===== src/rtl/ssdp_pkg.sv =====
package ssdp_pkg;

  typedef enum logic [1:0] {
    LEN_8   = 2'b00,
    LEN_16  = 2'b01,
    LEN_32  = 2'b10,
    LEN_BAD = 2'b11
  } len_e;

  // Index of the final byte slot in a frame for each length code.
  function automatic logic [1:0] final_slot(input len_e len);
    case (len)
      LEN_8:   final_slot = 2'd0;
      LEN_16:  final_slot = 2'd1;
      LEN_32:  final_slot = 2'd3;
      default: final_slot = 2'd2;
    endcase
  endfunction

endpackage


===== src/rtl/ssdp_shifter.sv =====
module ssdp_shifter #(
  parameter int unsigned DATA_W = 8,
  parameter int unsigned SLOT_W = 2
) (
  input  logic              clk,
  input  logic              rst,
  input  logic              restart,
  input  logic              shift_en,
  input  logic              ser_in,
  input  logic              msb_first,
  input  logic [SLOT_W-1:0] last_slot,
  output logic [SLOT_W-1:0] load_slot,
  input  logic [DATA_W-1:0] load_data,
  output logic              ser_out,
  output logic              done_valid,
  output logic [SLOT_W-1:0] done_slot,
  output logic [DATA_W-1:0] done_data,
  output logic              done_last
);

  localparam int unsigned CNT_W = $clog2(DATA_W);
  localparam logic [CNT_W-1:0] CNT_TOP = CNT_W'(DATA_W - 1);

  logic [DATA_W-1:0] sreg;
  logic [DATA_W-1:0] sreg_nxt;
  logic [DATA_W-1:0] load_ord;
  logic [DATA_W-1:0] rx_ord;
  logic [CNT_W-1:0]  bit_cnt;
  logic [SLOT_W-1:0] slot;
  logic              byte_end;
  logic              at_last;

  assign sreg_nxt = {ser_in, sreg[DATA_W-1:1]};

  // Bit order is applied when a byte enters or leaves the shifter.
  for (genvar g = 0; g < DATA_W; g++) begin : g_order
    assign load_ord[g] = msb_first ? load_data[DATA_W-1-g] : load_data[g];
    assign rx_ord[g]   = msb_first ? sreg_nxt[DATA_W-1-g]  : sreg_nxt[g];
  end

  assign byte_end  = shift_en && (bit_cnt == CNT_TOP);
  assign at_last   = (slot == last_slot);
  assign load_slot = (restart || at_last) ? '0 : slot + 1'b1;
  assign ser_out   = sreg[0];

  always_ff @(posedge clk) begin
    if (rst) begin
      sreg       <= '0;
      bit_cnt    <= '0;
      slot       <= '0;
      done_valid <= 1'b0;
      done_slot  <= '0;
      done_data  <= '0;
      done_last  <= 1'b0;
    end else begin
      done_valid <= 1'b0;
      done_last  <= 1'b0;
      if (restart) begin
        sreg    <= load_ord;
        bit_cnt <= '0;
        slot    <= '0;
      end else if (byte_end) begin
        sreg       <= load_ord;
        bit_cnt    <= '0;
        slot       <= load_slot;
        done_valid <= 1'b1;
        done_slot  <= slot;
        done_data  <= rx_ord;
        done_last  <= at_last;
      end else if (shift_en) begin
        sreg    <= sreg_nxt;
        bit_cnt <= bit_cnt + 1'b1;
      end
    end
  end

  AST_SEROUT_HELD: assert property (@(posedge clk) disable iff (rst)
    (!shift_en && !restart) |=> $stable(ser_out));

  AST_BYTE_SPACING: assert property (@(posedge clk) disable iff (rst)
    done_valid |=> !done_valid);

  AST_RESTART_NO_DONE: assert property (@(posedge clk) disable iff (rst)
    restart |=> !done_valid);

endmodule


===== src/rtl/ssdp_regs.sv =====
module ssdp_regs
  import ssdp_pkg::*;
#(
  parameter int unsigned DATA_W = 8,
  parameter int unsigned SLOTS  = 4,
  parameter int unsigned ADDR_W = 4
) (
  input  logic                       clk,
  input  logic                       rst,
  input  logic                       cpu_wr_en,
  input  logic                       cpu_rd_en,
  input  logic [ADDR_W-1:0]          cpu_addr,
  input  logic [DATA_W-1:0]          cpu_wdata,
  output logic [DATA_W-1:0]          cpu_rdata,
  output logic                       start,
  output logic                       msb_first,
  output logic [$clog2(SLOTS)-1:0]   last_slot,
  input  logic [$clog2(SLOTS)-1:0]   load_slot,
  output logic [DATA_W-1:0]          load_data,
  input  logic                       done_valid,
  input  logic [$clog2(SLOTS)-1:0]   done_slot,
  input  logic [DATA_W-1:0]          done_data,
  input  logic                       done_last,
  output logic                       rx_ready
);

  localparam int unsigned SLOT_W = $clog2(SLOTS);
  localparam int unsigned PAGE_W = ADDR_W - SLOT_W;
  localparam logic [PAGE_W-1:0] PG_CSR = PAGE_W'(0);
  localparam logic [PAGE_W-1:0] PG_TX  = PAGE_W'(1);
  localparam logic [PAGE_W-1:0] PG_RX  = PAGE_W'(2);
  localparam logic [SLOT_W-1:0] SL_CTRL = SLOT_W'(0);
  localparam logic [SLOT_W-1:0] SL_STAT = SLOT_W'(1);

  logic [DATA_W-1:0] tx_mem [SLOTS];
  logic [DATA_W-1:0] rx_mem [SLOTS];
  len_e              len_q;
  logic              ovr_q;
  logic [SLOT_W-1:0] a_slot;
  logic [PAGE_W-1:0] a_page;
  logic              hit_ctrl, hit_stat, hit_tx, hit_rx;
  logic              rd_last, frame_in;
  logic [DATA_W-1:0] rd_mux;

  assign a_slot   = cpu_addr[SLOT_W-1:0];
  assign a_page   = cpu_addr[ADDR_W-1:SLOT_W];
  assign hit_ctrl = (a_page == PG_CSR) && (a_slot == SL_CTRL);
  assign hit_stat = (a_page == PG_CSR) && (a_slot == SL_STAT);
  assign hit_tx   = (a_page == PG_TX);
  assign hit_rx   = (a_page == PG_RX);

  assign last_slot = SLOT_W'(final_slot(len_q));
  assign load_data = tx_mem[load_slot];
  assign rd_last   = cpu_rd_en && hit_rx && (a_slot == last_slot);
  assign frame_in  = done_valid && done_last;

  // Transmit slots: CPU write port, asynchronous read toward the shifter.
  always_ff @(posedge clk) begin
    if (cpu_wr_en && hit_tx) tx_mem[a_slot] <= cpu_wdata;
  end

  // Receive slots: single write port fed only by the shifter.
  always_ff @(posedge clk) begin
    if (done_valid) rx_mem[done_slot] <= done_data;
  end

  always_ff @(posedge clk) begin
    if (rst) begin
      len_q     <= LEN_8;
      msb_first <= 1'b0;
      start     <= 1'b0;
    end else begin
      start <= cpu_wr_en && hit_ctrl;
      if (cpu_wr_en && hit_ctrl) begin
        len_q     <= len_e'(cpu_wdata[1:0]);
        msb_first <= cpu_wdata[2];
      end
    end
  end

  always_ff @(posedge clk) begin
    if (rst) begin
      rx_ready <= 1'b0;
      ovr_q    <= 1'b0;
    end else begin
      if (frame_in)     rx_ready <= 1'b1;
      else if (rd_last) rx_ready <= 1'b0;
      if (frame_in && rx_ready && !rd_last)     ovr_q <= 1'b1;
      else if (cpu_wr_en && hit_stat && cpu_wdata[1]) ovr_q <= 1'b0;
    end
  end

  always_comb begin
    rd_mux = '0;
    if (hit_ctrl)                           rd_mux = DATA_W'({msb_first, len_q});
    else if (hit_stat)                      rd_mux = DATA_W'({ovr_q, rx_ready});
    else if (hit_tx)                        rd_mux = tx_mem[a_slot];
    else if (hit_rx && a_slot <= last_slot) rd_mux = rx_mem[a_slot];
  end

  always_ff @(posedge clk) begin
    if (rst)            cpu_rdata <= '0;
    else if (cpu_rd_en) cpu_rdata <= rd_mux;
  end

  AST_READY_ON_LAST: assert property (@(posedge clk) disable iff (rst)
    frame_in |=> rx_ready);

  AST_NO_EARLY_READY: assert property (@(posedge clk) disable iff (rst)
    (!rx_ready && !frame_in) |=> !rx_ready);

  AST_READY_CLEARS: assert property (@(posedge clk) disable iff (rst)
    (rd_last && !frame_in) |=> !rx_ready);

  AST_OVERRUN_STICKY: assert property (@(posedge clk) disable iff (rst)
    (ovr_q && !(cpu_wr_en && hit_stat && cpu_wdata[1])) |=> ovr_q);

  AST_RX_CPU_PROOF: assert property (@(posedge clk) disable iff (rst)
    !done_valid |=> ($stable(rx_mem[0]) && $stable(rx_mem[SLOTS-1])));

endmodule


===== src/rtl/ssdp_top.sv =====
module ssdp_top #(
  parameter int unsigned DATA_W = 8,
  parameter int unsigned SLOTS  = 4,
  parameter int unsigned ADDR_W = 4
) (
  input  logic              clk,
  input  logic              rst,
  input  logic              cpu_wr_en,
  input  logic              cpu_rd_en,
  input  logic [ADDR_W-1:0] cpu_addr,
  input  logic [DATA_W-1:0] cpu_wdata,
  output logic [DATA_W-1:0] cpu_rdata,
  input  logic              shift_en,
  input  logic              ser_in,
  output logic              ser_out,
  output logic              rx_ready
);

  localparam int unsigned SLOT_W = $clog2(SLOTS);

  logic              start;
  logic              msb_first;
  logic [SLOT_W-1:0] last_slot;
  logic [SLOT_W-1:0] load_slot;
  logic [DATA_W-1:0] load_data;
  logic              done_valid;
  logic [SLOT_W-1:0] done_slot;
  logic [DATA_W-1:0] done_data;
  logic              done_last;

  ssdp_regs #(.DATA_W(DATA_W), .SLOTS(SLOTS), .ADDR_W(ADDR_W)) u_regs (
    .clk        (clk),
    .rst        (rst),
    .cpu_wr_en  (cpu_wr_en),
    .cpu_rd_en  (cpu_rd_en),
    .cpu_addr   (cpu_addr),
    .cpu_wdata  (cpu_wdata),
    .cpu_rdata  (cpu_rdata),
    .start      (start),
    .msb_first  (msb_first),
    .last_slot  (last_slot),
    .load_slot  (load_slot),
    .load_data  (load_data),
    .done_valid (done_valid),
    .done_slot  (done_slot),
    .done_data  (done_data),
    .done_last  (done_last),
    .rx_ready   (rx_ready)
  );

  ssdp_shifter #(.DATA_W(DATA_W), .SLOT_W(SLOT_W)) u_shift (
    .clk        (clk),
    .rst        (rst),
    .restart    (start),
    .shift_en   (shift_en),
    .ser_in     (ser_in),
    .msb_first  (msb_first),
    .last_slot  (last_slot),
    .load_slot  (load_slot),
    .load_data  (load_data),
    .ser_out    (ser_out),
    .done_valid (done_valid),
    .done_slot  (done_slot),
    .done_data  (done_data),
    .done_last  (done_last)
  );

endmodule


===== config.mk =====
export PLATFORM = sky130hd
export DESIGN_NAME = ssdp_top
export DESIGN_NICKNAME = d
export VERILOG_FILES = /design/src/rtl/ssdp_pkg.sv /design/src/rtl/ssdp_shifter.sv /design/src/rtl/ssdp_regs.sv /design/src/rtl/ssdp_top.sv
export SDC_FILE = /design/constraint.sdc
export NUM_CORES = 1
export LEC_CHECK = 0
export ABC_CLOCK_PERIOD_IN_PS = 5500
export BUFFER_PORTS_ARGS = -buffer_cell sky130_fd_sc_hd__buf_2
export CAP_MARGIN = 5
export CELL_PAD_IN_SITES_DETAIL_PLACEMENT = 1
export CELL_PAD_IN_SITES_GLOBAL_PLACEMENT = 1
export CORE_MARGIN = 3
export CORE_UTILIZATION = 53
export CTS_BUF_LIST = sky130_fd_sc_hd__clkbuf_16
export CTS_CLUSTER_SIZE = 25
export DETAILED_ROUTE_END_ITERATION = 10
export HOLD_SLACK_MARGIN = 0.08
export PLACE_DENSITY = 0.93
export SLEW_MARGIN = 20
export SYNTH_ARGS = -nofsm -noshare
export SYNTH_HDL_FRONTEND = slang
export SYNTH_SLANG_ARGS = --single-unit

===== constraint.sdc =====
create_clock -name clk -period 5.5 [get_ports clk]
set_clock_uncertainty 0.15 [all_clocks]
set_input_delay 1.1 -clock clk [delete_from_list [all_inputs] [get_ports clk]]
set_output_delay 1.1 -clock clk [all_outputs]
set_load 0.02 [all_outputs]

== After elaboration in Yosys (flattened, before gate mapping) ==
Memory sizes are Yosys's and may differ from the RTL's.
Cells that the tools add are included.
Cells by class
  order comparisons: 1
  equal/unequal tests: 8
  mux-type cells: 34
  add/subtract/negate cells: 2
  reductions and logical operators: 25
  bitwise gates (word level): 2
Operator list (number)
  two-way mux 8 bit: 7
  two-way mux 1 bit: 25
  logical AND 1 bit: 13
  == test 2 x 1 -> 1 bit, second input constant: 3
  zero test 2 bit: 3
  case mux 2 bit (3 select lines): 1
  OR reduction 3 bit: 2
  == test 2 bit: 2
  == test 2 bit, second input constant: 2
  nonzero test 2 bit: 2
  adder 3 x 1 -> 3 bit, second input constant: 1
  == test 3 bit, second input constant: 1
  nonzero test 3 bit: 1
  adder 2 x 1 -> 2 bit, second input constant: 1
  <= comparator 2 bit: 1
  two-way mux 2 bit: 1
  NOT 1 bit: 2
  AND reduction 2 bit: 1
  OR reduction 2 bit: 1
  zero test 1 bit: 1
  logical OR 1 bit: 1
Word-level totals
  memories: 2
  RAM bits: 64
  flip-flop bits (word level): 39
  output and inout port bits: 10
Memory list
  u_regs.rx_mem: words 4, width 8, rd ports 1, clocked after Yosys merged registers in 0, wr ports 1, RTL line ssdp_regs.sv:36  | logic [DATA_W-1:0] rx_mem [SLOTS];
  u_regs.tx_mem: words 4, width 8, rd ports 2, clocked after Yosys merged registers in 0, wr ports 1, RTL line ssdp_regs.sv:35  | logic [DATA_W-1:0] tx_mem [SLOTS];

== Logic depth before layout (Yosys ltp) ==
An unclocked memory read counts as a cell.
  depth in word-level cells: 9
  gate-level depth with buffers: 10

== By module ==
Synthesis repeated with hierarchy kept, for this count alone.
Unflattened totals
  cells, all modules: 344
  area total of the unflattened synthesis: 4599.4 um^2
By module, submodules not included
  ssdp_regs: seq. area each 2202.1 um^2, times used 1, area each 3392.0 um^2, cells an instance 211
  ssdp_shifter: seq. area each 500.5 um^2, times used 1, area each 1207.4 um^2, cells an instance 133

== Worst setup path after synthesis ==
No wires, ideal clock.
  path kind: input to register
  start: input cpu_addr[0]
  end: memory u_regs.tx_mem[1][0], enable pin
  cell stages on the path: 5
  setup time: 0.383 ns
  arrival: 2.491 ns
  path slack: 2.476 ns
  cell sequence: buf_2 -> buf_2 -> buf_2 -> inv_1 -> nor3_1
RTL lines
  start: declaration: RTL line ssdp_top.sv:10  | input logic [ADDR_W-1:0] cpu_addr,
  end: declaration: RTL line ssdp_regs.sv:35
No word-level cell before the write port.

== Worst setup path after layout ==
  start: input cpu_addr[0]
  end: register u_regs.cpu_rdata[7]
On the way
  word-level cells in the longest chain between the ends: 6
  elaborated cells on any way between the ends: 12
  those cells by class: order compare (1); eq/ne (1); mux (4); reduce/logical (4); memory (2)
RTL lines
  <= comparator 2 bit: RTL line ssdp_regs.sv:98  | else if (hit_rx && a_slot <= last_slot) rd_mux = rx_mem[a_slot];
  logical AND 1 bit: RTL line ssdp_regs.sv:98
  two-way mux 8 bit: RTL line ssdp_regs.sv:98
  two-way mux 8 bit: RTL line ssdp_regs.sv:97  | else if (hit_tx) rd_mux = tx_mem[a_slot];
  two-way mux 8 bit: RTL line ssdp_regs.sv:96  | else if (hit_stat) rd_mux = DATA_W'({ovr_q, rx_ready});
  two-way mux 8 bit (*): RTL line ssdp_regs.sv:95  | if (hit_ctrl) rd_mux = DATA_W'({msb_first, len_q});
  end signal: assignment: RTL line ssdp_regs.sv:103  | else if (cpu_rd_en) cpu_rdata <= rd_mux;
  end: declaration: RTL line ssdp_regs.sv:14  | output logic [DATA_W-1:0] cpu_rdata,
Every way passes the cells marked *; elsewhere a longest branch is shown, timed or not.
A chain may end at the register's enable or synchronous reset.

==> implementation parameters <==
Parameter                              Value

Placed design
  Post-detailed-placement half-perimeter wirelength ... 8280 um
  Placed cell area ... 0.00480 sq mm
  Count of input and output buffers ... 27
  Placed cells ... 483
  Final weighted congestion of routability-driven global placement ... 0.834

Clock network
  Number of CTS-inserted buffers ... 9
  Clock Sinks ... 103
  Number of gates given a new drive strength after cts ... 0
  Clock tree root buffer cell ... clkbuf_16
  Hold buffers post-CTS ... 0
  Count of H-tree levels built during CTS ... 3
  TritonCTS clock tree ... built
  Clock transition time at the flip-flop clock pins of the worst setup and hold paths ... 70 ps
  Setup Fix Bufs, Post-CTS ... 0
  Maximum root-to-sink buffer count ... 2
  Clk Latency, worst-skew pair ... 340 ps

Synth
  Parity-gate share of the synthesized area counting xor and xnor cells ... 0.374%
  Portion of netlist area occupied by mux cells ... 12.2%
  Largest family of logic cells by synthesized area ... simple AND/OR/NAND/NOR gates
  Synth Instances ... 373
  Synthesized-area fraction occupied by and/or/nand/nor cells ... 13.8%
  Synth Warn # ... 0
  Summed instance area of the synthesized netlist ... 0.00469 sq mm
  Post-synthesis sequential area ratio ... 57.7%
  Count of different cell masters after synthesis ... 43
  Synthesized-area fraction occupied by ao, oa, aoi and oai cells ... 10.5%
  Adder and majority cell fraction of the synthesized area ... 1.60%
  Count of state elements after synthesis ... 103
  Syn_nets ... 397
  Average instance area after synthesis ... 12.6 sq um

Detailed routing
  DRC marker count from the first detailed-route iteration ... 154
  Remaining routing DRC violations ... 0
  Number of vias per cell ... 6.48
  Routed via count ... 3232
  Number of nets with antenna violations after routing ... 0
  WL/cell ... 23.5 um
  Post-detailed-routing wire length ... 11700 um
  Count of TritonRoute iterations in the first routing pass ... 4

Floorplan
  Placeable core area ... 0.00838 sq mm
  Die area ... 0.0100 sq mm
  Starting density of the core ... 55.9%
  Die Y-Extent ... 100 um
  Horizontal extent of the die ... 100 um
  Num ports ... 28
  Placement Rows ... 33

Global routing
  Global-route wire length before repair ... 18700 um
  Largest net degree at the start of global routing ... 28
  Vias in the first global route ... 3420
  Aggregate global-route resource usage ... 24.9%
  Total global routing overflow ... 0
  Antenna violations before repair ... 0

Timing
  Hold Vio Cnt, Final ... 0
  Sum of negative setup slack ... 0 ps
  Final Slew Violations ... 0
  # setup viols final ... 0
  Transition at the pin with the smallest max-transition slack ... 834 ps
  Maximum frequency from static timing analysis ... 0.310 GHz
  Post-route fraction of the period consumed by the critical path ... 58.7%
  Relative max-transition margin ... 44.4%
  Minimum clock period ... 3230 ps
  Setup repair after global routing missed its margin ... false

Final layout
  Non-filler cells in the finished layout ... 499
  Signed area change from the synthesized netlist to the final layout ... 8.71%
  Total of fill cells in the finished design ... 826
  Post-Layout Inst Area ... 0.00509 sq mm
  Layout cell share with drive strength beyond 1 ... 18.0%
  Number of antenna cells inserted ... 0
  Nets@finish ... 413

Setup path
  Data required, critical path ... 5580 ps
  Crit path launch type ... input pin
  Crit end category ... register
  Critical path class ... in -> reg
  Endpoint arrival time on the critical path ... 3310 ps
  Maximum fanout along the worst path ... 24

Min path
  Class of the worst hold path ... reg -> reg

Power and ir drop
  Maximum VDD drop ... 0.232 mV
  Power density of the placed cells ... 299 mW/mm^2
  Leak Pwr ... 0.00183 uW

Job
  Max-cap violations ... 0

Status
  Run status ... completed
## flip-flops by register name (all words and copies together) (netlist names)
| signal | cells |
|---|---|
| u_shift.slot | 2 |
| u_regs.tx_mem | 32 |
| u_regs.rx_mem | 32 |
| u_regs.ovr_q | 1 |
| u_shift.done_last | 1 |
| u_regs.cpu_rdata | 8 |
| u_regs.msb_first | 1 |
| u_regs.rx_ready | 1 |
| u_shift.sreg | 8 |
| u_regs.len_q | 2 |
| u_shift.done_slot | 2 |
| u_shift.bit_cnt | 3 |
| u_shift.done_data | 8 |
| u_shift.done_valid | 1 |
| u_regs.start | 1 |
## layout make-up
type	instances	area (sq um)	area share, %
repair buffers	28	143	2.80
multi-input cells	241	1810	35.6
well taps	105	131	2.58
inverters	6	22.5	0.442
clock inverters	7	55.1	1.08
clock buffers	9	225	4.42
flip-flops and latches	103	2700	53.1
## per-layer routing
metal	global-route usage [%]	vias to the layer above	part of all wire, %
li1	-	1450	-
met1	30.0	1640	39
met2	42.5	107	52
met3	6.12	35	5.0
met4	11.3	0	3.7
met5	0	-	0
## placed cells by master (no fill, tap or decap), drive strengths merged, types with 2 or more instances in the layout
cell type | synthesis | layout
nand2b | 9 | 9
a21oi | 24 | 24
a22oi | 7 | 7
mux4 | 16 | 16
a211oi | 13 | 13
nand3b | 10 | 10
o21ai | 4 | 4
nand3 | 6 | 6
nor3b | 4 | 4
nor3 | 6 | 6
nor4 | 2 | 2
nor2 | 29 | 29
and3 | 2 | 2
dfxtp | 39 | 39
edfxtp | 64 | 64
or2b | 2 | 2
xor2 | 2 | 2
buf | 10 | 28
mux2i | 21 | 21
a41o | 8 | 8
or2 | 2 | 2
inv | 6 | 11
nand2 | 45 | 45
a32oi | 8 | 8
clkbuf | 12 | 9
ha | 6 | 6
nor2b | 4 | 4
o32ai | 2 | 2
## report_power, final
part / internal, uW / total, uW / switching (uW) / leakage, uW
combinational: 31.3 / 86.7 / 55.4 / 0.000709
sequential: 826 / 834 / 8.47 / 0.000978
clock: 313 / 600 / 287 / 0.000139
## cells by family after synthesis
group,count (synthesis)
xor gates and xnor gates,2
and+or+nand+nor,126
buffers and inverters,29
DFF,103
muxes,37
AOI/OAI and AO/OA,70
adders and majority gates,6
## per-stage QoR
stage | worst slack, ps | hold slack (ps) | total power [uW] | util (%)
final | 2270 | 323 | 1520 | 60.8
after global routing | 2040 | 353 | 1570 | 60.8
after CTS | 2290 | 326 | 1530 | 60.6
after detailed placement | 2000 | 315 | 936 | 57.3
after global placement | 2240 | 294 | 929 | 57.3
after floorplan | 2480 | 282 | 906 | -
## critical path, cell delays in order
cell	delay (ps)
buf_2	530
inv_1	220
ha_1	380
a2bb2oi_1	120
nor2_1	400
a22oi_1	200
a211oi_1	350
## cells in the mapped netlist (all sizes together)
| cell | count | area (sq um) |
|---|---|---|
| clkbuf | 12 | 65.1 |
| or2b | 2 | 17.5 |
| o32ai | 2 | 17.5 |
| inv | 6 | 22.5 |
| edfxtp | 64 | 1920 |
| nor3b | 4 | 40.0 |
| a2bb2oi | 1 | 8.76 |
| nor2 | 29 | 109 |
| nand3b | 10 | 75.1 |
| or2 | 2 | 12.5 |
| a211oi | 13 | 97.6 |
| nor4b | 1 | 15.0 |
| a22oi | 7 | 52.6 |
| o211a | 1 | 10.0 |
| buf | 10 | 83.8 |
| nand2b | 9 | 56.3 |
| mux2i | 21 | 210 |
| and3b | 1 | 8.76 |
| dfxtp | 39 | 781 |
| and3 | 2 | 12.5 |
| nor2b | 4 | 25.0 |
| clkdlybuf4s25 | 1 | 10.0 |
| nand3 | 6 | 30.0 |
| nand2 | 45 | 169 |
| a21oi | 24 | 120 |
| mux4 | 16 | 360 |
| a41o | 8 | 80.1 |
| o21ai | 4 | 20.0 |
| and2 | 1 | 6.26 |
| nand4 | 1 | 6.26 |
| a32oi | 8 | 70.1 |
| xor2 | 2 | 17.5 |
| nor3 | 6 | 30.0 |
| a22o | 1 | 8.76 |
| or3 | 1 | 6.26 |
| nor4 | 2 | 25.0 |
| ha | 6 | 75.1 |
| a311oi | 1 | 8.76 |
## path summary, 6_finish.rpt
check,from,depth (start not counted),to,slack (ps)
min,u_regs.ovr_q,2,u_regs.ovr_q,320
max reg2reg,u_regs.len_q[0],7,u_shift.sreg[0],2570
max,cpu_addr[0],7,u_regs.cpu_rdata[7],2270
min reg2reg,u_regs.ovr_q,2,u_regs.ovr_q,320
Power figures use the tool's default switching activity.
